--- config.mk ---
export PLATFORM = sky130hd
export DESIGN_NAME = halfint_clkdiv
export DESIGN_NICKNAME = d
export VERILOG_FILES = /design/src/rtl/hdiv_pkg.sv /design/src/rtl/hdiv_ratio_reg.sv /design/src/rtl/hdiv_counter.sv /design/src/rtl/hdiv_pulse.sv /design/src/rtl/halfint_clkdiv.sv
export SDC_FILE = /design/constraint.sdc
export NUM_CORES = 1
export LEC_CHECK = 0
export BUFFER_PORTS_ARGS = -buffer_cell sky130_fd_sc_hd__buf_4
export CORE_UTILIZATION = 30
export CTS_BUF_LIST = sky130_fd_sc_hd__clkbuf_4 sky130_fd_sc_hd__clkbuf_8
export CTS_CLUSTER_SIZE = 8
export DETAILED_ROUTE_END_ITERATION = 10
export PLACE_DENSITY = 0.55
export SYNTH_ARGS = -nofsm -noshare
export SYNTH_HDL_FRONTEND = slang
export SYNTH_HIERARCHICAL = 1
export SYNTH_SLANG_ARGS = --single-unit
export TNS_END_PERCENT = 100
--- constraint.sdc ---
create_clock -name clk_src -period 4.8 [get_ports clk_src]
set_input_delay 0.24 -clock clk_src [delete_from_list [all_inputs] [get_ports clk_src]]
set_output_delay 0.24 -clock clk_src [all_outputs]
set_load 0.05 [all_outputs]
--- src/rtl/hdiv_pkg.sv ---
package hdiv_pkg;

   // Maps a raw select value onto the legal range 1..max_n.
   function automatic int unsigned fit_ratio(input int unsigned raw, input int unsigned max_n);
      if (raw == 0)
         return 1;
      else if (raw > max_n)
         return max_n;
      else
         return raw;
   endfunction

endpackage

--- src/rtl/hdiv_ratio_reg.sv ---
module hdiv_ratio_reg #(
   parameter int unsigned MAX_N = 3,
   parameter int unsigned SEL_W = 2,
   parameter int unsigned NW    = 2
) (
   input  logic             clk,
   input  logic             rst_n,
   input  logic             load,
   input  logic [SEL_W-1:0] sel,
   output logic [NW-1:0]    n_q
);
   import hdiv_pkg::*;

   logic [NW-1:0] n_fit;

   always_comb begin
      n_fit = NW'(fit_ratio(32'(sel), MAX_N));
   end

   // Zero after reset means "no ratio taken yet"; the counter wraps at once.
   always_ff @(posedge clk or negedge rst_n) begin
      if (!rst_n)
         n_q <= '0;
      else if (load)
         n_q <= n_fit;
   end

   a_r6_ratio_hold : assert property (@(posedge clk) disable iff (!rst_n)
      !load |=> $stable(n_q));

   a_r7_ratio_legal : assert property (@(posedge clk) disable iff (!rst_n)
      load |=> (n_q >= NW'(1)) && (n_q <= NW'(MAX_N)));

endmodule

--- src/rtl/hdiv_counter.sv ---
module hdiv_counter #(
   parameter int unsigned NW = 2,
   parameter int unsigned CW = NW + 1
) (
   input  logic          clk,
   input  logic          rst_n,
   input  logic [NW-1:0] n_q,
   output logic [CW-1:0] cnt_q,
   output logic [CW-1:0] cnt_nxt,
   output logic          wrap
);
   logic [CW-1:0] last;

   always_comb begin
      last    = CW'({n_q, 1'b0});
      wrap    = (cnt_q >= last);
      cnt_nxt = wrap ? '0 : cnt_q + CW'(1);
   end

   always_ff @(posedge clk or negedge rst_n) begin
      if (!rst_n)
         cnt_q <= '0;
      else
         cnt_q <= cnt_nxt;
   end

   a_r2_count_bound : assert property (@(posedge clk) disable iff (!rst_n)
      (n_q != '0) |-> (cnt_q <= CW'({n_q, 1'b0})));

endmodule

--- src/rtl/hdiv_pulse.sv ---
module hdiv_pulse #(
   parameter bit ON_FALL = 1'b0
) (
   input  logic clk,
   input  logic rst_n,
   input  logic hit,
   output logic pulse_q
);
   generate
      if (ON_FALL) begin : g_fall
         always_ff @(negedge clk or negedge rst_n) begin
            if (!rst_n)
               pulse_q <= 1'b0;
            else
               pulse_q <= hit;
         end

         a_r3_fall_single : assert property (@(negedge clk) disable iff (!rst_n)
            pulse_q |=> !pulse_q);
      end else begin : g_rise
         always_ff @(posedge clk or negedge rst_n) begin
            if (!rst_n)
               pulse_q <= 1'b0;
            else
               pulse_q <= hit;
         end

         a_r3_rise_single : assert property (@(posedge clk) disable iff (!rst_n)
            pulse_q |=> !pulse_q);
      end
   endgenerate

endmodule

--- src/rtl/halfint_clkdiv.sv ---
module halfint_clkdiv #(
   parameter int unsigned MAX_N = 3,
   parameter int unsigned SEL_W = 2
) (
   input  logic             clk_src,
   input  logic             rst_n,
   input  logic [SEL_W-1:0] ratio_sel,
   output logic             clk_out
);
   localparam int unsigned NW = $clog2(MAX_N + 1);
   localparam int unsigned CW = NW + 1;

   generate
      if (MAX_N < 1) begin : g_bad_max
         $error("MAX_N must be at least 1");
      end
      if (SEL_W < NW) begin : g_bad_sel
         $error("SEL_W too narrow for MAX_N");
      end
   endgenerate

   logic [NW-1:0] n_q;
   logic [CW-1:0] cnt_q;
   logic [CW-1:0] cnt_nxt;
   logic          wrap;
   logic          wide;
   logic          rise_hit;
   logic          fall_hit;
   logic          rise_q;
   logic          fall_q;

   hdiv_ratio_reg #(.MAX_N(MAX_N), .SEL_W(SEL_W), .NW(NW)) u_ratio (
      .clk   (clk_src),
      .rst_n (rst_n),
      .load  (wrap),
      .sel   (ratio_sel),
      .n_q   (n_q)
   );

   hdiv_counter #(.NW(NW), .CW(CW)) u_cnt (
      .clk     (clk_src),
      .rst_n   (rst_n),
      .n_q     (n_q),
      .cnt_q   (cnt_q),
      .cnt_nxt (cnt_nxt),
      .wrap    (wrap)
   );

   // Wide pattern: two pulses per train. Narrow pattern (N=1): one per train.
   always_comb begin
      wide     = (n_q >= NW'(2));
      rise_hit = wrap || (wide && (cnt_nxt == CW'(n_q) + CW'(1)));
      fall_hit = (n_q != '0) &&
                 ((cnt_q == CW'(n_q)) || (wide && (cnt_q == '0)));
   end

   hdiv_pulse #(.ON_FALL(1'b0)) u_rise (
      .clk     (clk_src),
      .rst_n   (rst_n),
      .hit     (rise_hit),
      .pulse_q (rise_q)
   );

   hdiv_pulse #(.ON_FALL(1'b1)) u_fall (
      .clk     (clk_src),
      .rst_n   (rst_n),
      .hit     (fall_hit),
      .pulse_q (fall_q)
   );

   assign clk_out = rise_q | fall_q;

endmodule

=== After elaboration in Yosys (flattened, before gate mapping) ===
Index checks and enable logic that the tools add are counted.

* Add/subtract/negate cells: 2
* Multipliers: 0
* Divide/modulo/power cells: 0
* Order comparisons: 2
* Eq/ne operators: 2
* Shifts and indexed selects: 0
* Multiplexer cells: 2
* Bitwise operators: 1
* Reductions and logical operators: 8

{| class="wikitable"
|+ Operators by type and width
! kind !! count
|-
| adder 2 x 1 -> 3 bit, second input constant || 1
|-
| adder 3 x 1 -> 3 bit, second input constant || 1
|-
| == test 3 x 2 -> 1 bit || 1
|-
| == test 3 bit || 1
|-
| greater-or-equal comparator 3 bit || 1
|-
| logical AND 1 bit || 3
|-
| zero test 3 bit || 1
|-
| two-way mux 3 bit || 1
|-
| greater-or-equal comparator 2 bit, second input constant || 1
|-
| zero test 2 bit || 1
|-
| logical OR 1 bit || 2
|-
| two-way mux 2 bit || 1
|-
| nonzero test 2 bit || 1
|-
| bitwise OR 1 bit || 1
|}

* Flip-flop bits (word level): 7
* Latch bits: 0
* RAM bits: 0
* Memory bits (read-only): 0
* Input port bits: 4
* Output and inout port bits: 1
* Word-level logic and storage cells: 21
* Memories: 0

=== Logic depth before layout (Yosys ltp) ===
Gate-level depths: netlist of run 1.

* Word-level depth: 5
* Gate-level depth with buffers: 6
* Depth with buffers taken out: 6

=== By module ===
The synthesis of run 1 kept the hierarchy.

{| class="wikitable"
|+ Modules (own cells, without submodules)
! module !! instances !! cells an instance !! area each (sq um) !! seq. area each (sq um)
|-
| hdiv_counter || 1 || 15 || 171.4 || 75.1
|-
| halfint_clkdiv || 1 || 17 || 138.9 || 0.0
|-
| hdiv_ratio_reg || 1 || 6 || 78.8 || 50.0
|-
| hdiv_pulse || 2 || 1 || 25.0 || 25.0
|}

==> reports/results.ini, run 1 <==
[status]
run_status=finished, final reports clean

[clocking]
cts_tree=yes
cts_made_buffers=3
cts_hold_buf=1
cts-htree-levels=1
clk_pin_slew_ps=50
clk_latency_ps=260
post_cts_buffers=0
clock_tree.root_cell=clkbuf_4
cts_resized=0
clock_sinks=7
clk_path_buf_depth=2

[timing]
slew_violations=0
max_slew_margin=0.641
tns_ps=0
hold_viol=0
tightest_slew_ps=533
holdWs_ps=178
skew_ps=13.5
setup_viol=0
grt_setup_unrepaired=no

[setup_path]
criticalPathCategory=reg2reg
rr_worst_depth=5
crit_path_start_kind=register
crit_end=u_fall/pulse_q$_DFF_NN0_
critPathSlowestCell=dfrtp_1
critical_path.max_fanout=5
cp-startpoint=u_ratio/n_q[0]$_DFFE_PN0P_
r2r-start=u_ratio/n_q[0]$_DFFE_PN0P_
end_kind=register
slowest_delay_ps=420
r2r-end=u_fall/pulse_q$_DFF_NN0_
cpMostUsedCell=nor2_1
crit_chain=inv_1 -> ha_1 -> nor2_1 -> nor2_1 -> o311a_1
regToRegSetupSlack_ps=1040
cp.arrival_ps=1470
worstPathRequired_ps=2510

[global_route]
grt_pass1_wl_um=1140
grt_max_degree=8
overflow=0
grt_usage=0.122
grt_pass1_vias=246
antenna_found_initial=0

[final_layout]
fin_util=0.396
drive_gt1_frac=0.245
diodes=0
nets=60
final_cell_mix=inv_1, ha_1, dfrtp_1
syn_to_final_growth_pct=20.2
final_cell_area_um2=528
instances_no_fill=64

[run]
drv_cap=0

[place]
placed_cells=59
gp_congestion=0.716
numPortBuffers=4
detailed_place_hpwl_um=557
dpl_cell_area_um2=488

[drt]
wl_per_cell_um=11.5
num_vias=308
drt-total-wl_um=738
first_pass_iters=4
remaining_drc_errors=0
vias_per_cell=4.81
antenna_left=0
drt_iter0_drc=5

[synth]
synth-seq-area-share=0.399
netlist.area_leader.share=0.342
synth_nets=50
synth.area.top_cells=dfrtp_1, ha_1, dfrtn_1
syn_avg_cell_area_um2=11.0
synth.ff_latch_count=7
ys_warn_count=6
syn_inst=40
synth_top_area_cell=dfrtp_1
syn-cell-area_um2=439
ys_types=19

[pwr]
vdd_drop_max_mv=0.312
cellLeakagePower_nw=0.271
power.internal_w=0.000234
swShare=0.427
comb_power_share=0.566
power_switching_w=0.000174
p_per_area_nw_per_um2=772
clkPwrFrac=0.145
seq_power_share=0.289

[die]
die_width_um=40.3
rows=13
boundaryPins=5
core_area_um2=1330
start_util=0.329
die_area_um2=1620
die_h_um=40.3

[min_path]
hold_class=in2reg

## worst max-delay path: cells and delay by family, from the launching register on
kind	cells	cell delay, ps
flops	1	420
compound gates	1	280
simple gates	2	210
fa+ha+maj	1	200
buf+inv	1	110
## power by group through the flow
stage	Combinational, W	Sequential [W]	Clock (W)
2_1_floorplan	0.000192	0.000109	0
6_report	0.000231	0.000118	0.0000592
3_5_place_dp	0.000229	0.000119	0
5_1_grt	0.000260	0.000122	0.0000668
4_1_cts	0.000231	0.000118	0.0000628
3_3_place_gp	0.000232	0.000119	0
## flip-flops by register name, summed over array words and instances, names as in the netlist
| signal | cells |
|---|---|
| u_rise/pulse_q | 1 |
| u_fall/pulse_q | 1 |
| u_cnt/cnt_q | 3 |
| u_ratio/n_q | 2 |
## how the worst min path moves through the flow
| stage | startpoint | to | cells after the start |
|---|---|---|---|
| finish | ratio_sel[1] | u_ratio/n_q[0]$_DFFE_PN0P_ | 2 |
| global route | ratio_sel[1] | u_ratio/n_q[0]$_DFFE_PN0P_ | 2 |
| CTS | ratio_sel[1] | u_ratio/n_q[0]$_DFFE_PN0P_ | 2 |
| detailed placement | rst_n | u_cnt/cnt_q[1]$_DFF_PN0_ | 1 |
| global placement | rst_n | u_cnt/cnt_q[1]$_DFF_PN0_ | 1 |
| floorplan | rst_n | u_cnt/cnt_q[0]$_DFF_PN0_ | 0 |
## cell usage after synthesis, drive strengths merged
cell type and number:
a31oi 1, o41ai 1, nor4b 1, xor2 2, mux2 1, nor2b 2, o311a 1, nor4 2
nor2 3, a211oi 1, dfrtp 6, dfrtn 1, ha 6, o21ai 1, or2 1, xnor2 2
and3b 1, inv 6, or3 1
## layer usage
| metal | up-vias | wire (um) | global-route usage |
|---|---|---|---|
| met3 | 0 | 43 | 0.0833 |
| li1 | 158 | - | - |
| met2 | 7 | 321 | 0.161 |
| met1 | 143 | 373 | 0.151 |
| met5 | - | 0 | 0 |
| met4 | 0 | 0 | 0.0500 |
## area by class of cell
| cell class | instances | area (um2) |
|---|---|---|
| fill | 131 | 806 |
| multi-input combinational | 27 | 241 |
| sequential | 7 | 175 |
| timing repair buffer | 5 | 40.0 |
| clock buffer | 4 | 30.0 |
| inverter | 6 | 22.5 |
| tap | 15 | 18.8 |
## metrics by stage
stage / power (W) / setup slack [ps]
2_1_floorplan: 0.000301 / 1110
3_3_place_gp: 0.000351 / 1040
3_5_place_dp: 0.000349 / 1020
4_1_cts: 0.000412 / 1020
5_1_grt: 0.000448 / 954
6_report: 0.000408 / 1040
## cell families (layout without fill, tap and decap cells)
family                   after synthesis  count (layout)  synth area share
AO/OA/AOI/OAI                          5               5             0.114
multiplexers                           1               1            0.0342
flip-flops                             7               7             0.399
buffers and inverters                  6              15            0.0513
AND/OR/NAND/NOR                       11              11             0.151
adder cells (fa/ha/maj)                6               6             0.171
XOR/XNOR                               4               4            0.0798
Note: power is estimated with default switching activity, not from simulation.
==> run 2: changes to the inputs <==
- clock period: 4.8 -> 3.5 ns (I/O delays scaled with it)
==> reports/results.ini, run 2 (synthesis results as in run 1) <==
[place]
gp_congestion=0.757
numPortBuffers=4
detailed_place_hpwl_um=553
place_ws_ps=373

[setup_path]
worstPathRequired_ps=1860
critical_path.max_fanout=5
r2r-end=u_fall/pulse_q$_DFF_NN0_
end_kind=register
regToRegSetupSlack_ps=370
cp.arrival_ps=1490
criticalPathCategory=reg2reg
rr_worst_depth=5
crit_path_start_kind=register
r2r-start=u_ratio/n_q[0]$_DFFE_PN0P_

[pwr]
cellLeakagePower_nw=0.271
p_per_area_nw_per_um2=1060
vdd_drop_max_mv=0.443
total_power_w=0.000561

[clocking]
cts_hold_buf=1
cts-htree-levels=1
cts_resized=0
clock_tree.root_cell=clkbuf_4
clk_path_buf_depth=2
post_cts_buffers=0
cts_tree=yes
clock_sinks=7
clk_latency_ps=260
clk_pin_slew_ps=50
cts_made_buffers=3

[timing]
tns_ps=0
hold_viol=0
setup_viol=0
slew_violations=0
max_slew_margin=0.649
skew_ps=9.59
holdWs_ps=111
tightest_slew_ps=521
grt_setup_unrepaired=no
worst_slack_ps=372

[drt]
met2_length_um=299
wl_per_cell_um=11.4
first_pass_iters=3
antenna_left=0
highest_layer=met4
remaining_drc_errors=0
met1_length_um=389
drt_iter0_drc=2
num_vias=308
drt-total-wl_um=729
vias_per_cell=4.81
dr_wl_met3_um=25

[die]
rows=13
die_h_um=40.3
die_area_um2=1620
die_width_um=40.3
core_area_um2=1330
boundaryPins=5
start_util=0.329

[run]
drv_cap=0

[min_path]
hp-start=ratio_sel[1]
hold_class=in2reg
hold_end=u_ratio/n_q[0]$_DFFE_PN0P_
worstHoldPathCells=2

[final_layout]
reg.largest.list=u_cnt/cnt_q x3, u_ratio/n_q x2
nets=60
diodes=0
fin_util=0.396
drive_gt1_frac=0.245
top_register=u_cnt/cnt_q
final_cell_mix=inv_1, ha_1, dfrtp_1
largest_reg_flops=3
syn_to_final_growth_pct=20.2

[global_route]
grt_pass1_vias=261
grt_max_degree=8
grt_pass1_wl_um=1130
overflow=0
grt_usage=0.114
antenna_found_initial=0

[status]
run_status=finished, final reports clean

-- run 2: cell counts in the layout (fill, tap and decap cells not counted) --
Identical to the previous run, type by type.
-- run 2: worst max-delay path: stages, from the launching register on --
cell and delay (ps):
dfrtp_1 420, inv_1 120, ha_1 200, nor2_1 150, nor2_1 60, o311a_1 280
-- run 2: through the flow --
stage	area (um2)	cells
global route	528	64
detailed placement	488	59
finish	528	64
global placement	488	59
CTS	528	64
floorplan	439	40
-- run 2: worst max-delay path by stage --
stage | start | end | slack [ps] | cells past startpoint
floorplan | u_ratio/n_q[0]$_DFFE_PN0P_ | u_fall/pulse_q$_DFF_NN0_ | 460 | 5
global placement | u_ratio/n_q[0]$_DFFE_PN0P_ | u_fall/pulse_q$_DFF_NN0_ | 380 | 5
detailed placement | u_ratio/n_q[0]$_DFFE_PN0P_ | u_fall/pulse_q$_DFF_NN0_ | 370 | 5
CTS | u_ratio/n_q[0]$_DFFE_PN0P_ | u_fall/pulse_q$_DFF_NN0_ | 370 | 5
global route | u_ratio/n_q[0]$_DFFE_PN0P_ | u_fall/pulse_q$_DFF_NN0_ | 280 | 5
finish | u_ratio/n_q[0]$_DFFE_PN0P_ | u_fall/pulse_q$_DFF_NN0_ | 370 | 5
-- run 2: report_power, final --
| part | switching (W) | leakage (nW) | internal, W |
|---|---|---|---|
| Combinational | 0.000169 | 0.169 | 0.000149 |
| Clock | 0.0000328 | 0.0184 | 0.0000514 |
| Sequential | 0.0000382 | 0.0844 | 0.000121 |
| Total | 0.000240 | 0.271 | 0.000321 |
-- run 2: layout make-up --
type | count | area [um2]
fill | 134 | 806
tap | 15 | 18.8
clock buffer | 4 | 30.0
inverter | 6 | 22.5
sequential | 7 | 175
timing repair buffer | 5 | 40.0
multi-input combinational | 27 | 241
-- run 2: metal layers --
layer | vias to the layer above | global-route usage
li1 | 157 | -
met1 | 142 | 0.162
met2 | 7 | 0.145
met3 | 2 | 0.0333
met4 | 0 | 0.0750
met5 | - | 0
==> run 3: changes to the inputs <==
- CORE_AREA: unset -> 2 2 39 41
- CORE_UTILIZATION: 30 -> unset
- DIE_AREA: unset -> 0 0 41 43
- PLACE_DENSITY: 0.55 -> 0.58
==> reports/results.ini, run 3 (synthesis results as in run 1) <==
[drt]
antenna_left=0
num_vias=300
wl_per_cell_um=11.0
remaining_drc_errors=0
drt-total-wl_um=712
drt_iter0_drc=8
first_pass_iters=2
vias_per_cell=4.62

[final_layout]
nets=60
multi_input_area_um2=241
syn_to_final_growth_pct=20.5
reg.largest.list=u_cnt/cnt_q x3, u_ratio/n_q x2
fillers=137
diodes=0
final_cell_mix=inv_1, ha_1, dfrtp_1
largest_reg_flops=3
top_register=u_cnt/cnt_q
drive_gt1_frac=0.245
final_cell_area_um2=529
instances_no_fill=65
ff_latch_area_um2=175

[timing]
setup_viol=0
grt_setup_unrepaired=no
tns_ps=0
skew_ps=18.4
hold_viol=0
slew_violations=0
worst_slack_ps=373
max_slew_margin=0.659
tightest_slew_ps=507
holdWs_ps=124

[clocking]
post_cts_buffers=0
cts_tree=yes
clk_pin_slew_ps=50
clk_path_buf_depth=2
cts-htree-levels=1
clk_latency_ps=260
cts_hold_buf=1
cts_resized=0
clock_sinks=7
clock_tree.root_cell=clkbuf_4
cts_made_buffers=3

[pwr]
vdd_drop_max_mv=0.345
cellLeakagePower_nw=0.271
p_per_area_nw_per_um2=1050

[min_path]
hold_class=in2reg

[setup_path]
cp.arrival_ps=1490
crit_path_start_kind=register
worstPathRequired_ps=1860
criticalPathCategory=reg2reg
critical_path.max_fanout=5
end_kind=register

[global_route]
grt_pass1_vias=318
grt_pass1_wl_um=1260
grt_max_degree=8
antenna_found_initial=0
overflow=0
grt_usage=0.115

[place]
numPortBuffers=4
placed_cells=60
place_ws_ps=365
gp_congestion=0.741
dpl_cell_area_um2=489
detailed_place_hpwl_um=563

[die]
die_h_um=43
rows=14
core_area_um2=1380
start_util=0.317
die_area_um2=1760
boundaryPins=5
die_width_um=41

[status]
run_status=finished, final reports clean

[run]
drv_cap=0

run 3: through the flow:
stage | utilization | total power, W
after floorplan | - | 0.000413
after global placement | 0.354 | 0.000476
after detailed placement | 0.354 | 0.000477
after CTS | 0.382 | 0.000562
after global routing | 0.382 | 0.000615
final | 0.382 | 0.000556
run 3: worst paths after layout:
check,startpoint,to,slack [ps],cells after the start
min in group asynchronous,rst_n,u_rise/pulse_q$_DFF_PN0_,270,2
max in group asynchronous,rst_n,u_fall/pulse_q$_DFF_NN0_,1450,2
setup reg to reg,u_ratio/n_q[0]$_DFFE_PN0P_,u_fall/pulse_q$_DFF_NN0_,370,5
hold / removal,ratio_sel[1],u_ratio/n_q[0]$_DFFE_PN0P_,120,2
hold reg to reg,u_cnt/cnt_q[0]$_DFF_PN0_,u_cnt/cnt_q[0]$_DFF_PN0_,580,1
setup / recovery,u_ratio/n_q[0]$_DFFE_PN0P_,u_fall/pulse_q$_DFF_NN0_,370,5
run 3: worst max-delay path, stage by stage (launching register included):
cell and delay, ps:
dfrtp_1 420, inv_1 110, ha_1 200, nor2_1 160
nor2_1 60, o311a_1 280
run 3: area by class of cell:
class	instances	area share
multi-input combinational	27	0.456
clock buffer	4	0.0567
timing repair buffer	5	0.0757
inverter	6	0.0426
tap	16	0.0378
sequential	7	0.331
run 3: where the power goes:
part / leakage (nW) / switching (W) / internal (W)
logic: 0.169 / 0.000166 / 0.000148
registers: 0.0844 / 0.0000386 / 0.000121
clock network: 0.0184 / 0.0000313 / 0.0000514
run 3: routing by layer:
layer / vias to the layer above / wire length, um / global-route usage
met5: - / 0 / 0
met4: 0 / 11 / 0.0600
met3: 2 / 45 / 0.0628
met2: 9 / 346 / 0.166
met1: 132 / 309 / 0.131
li1: 157 / - / -
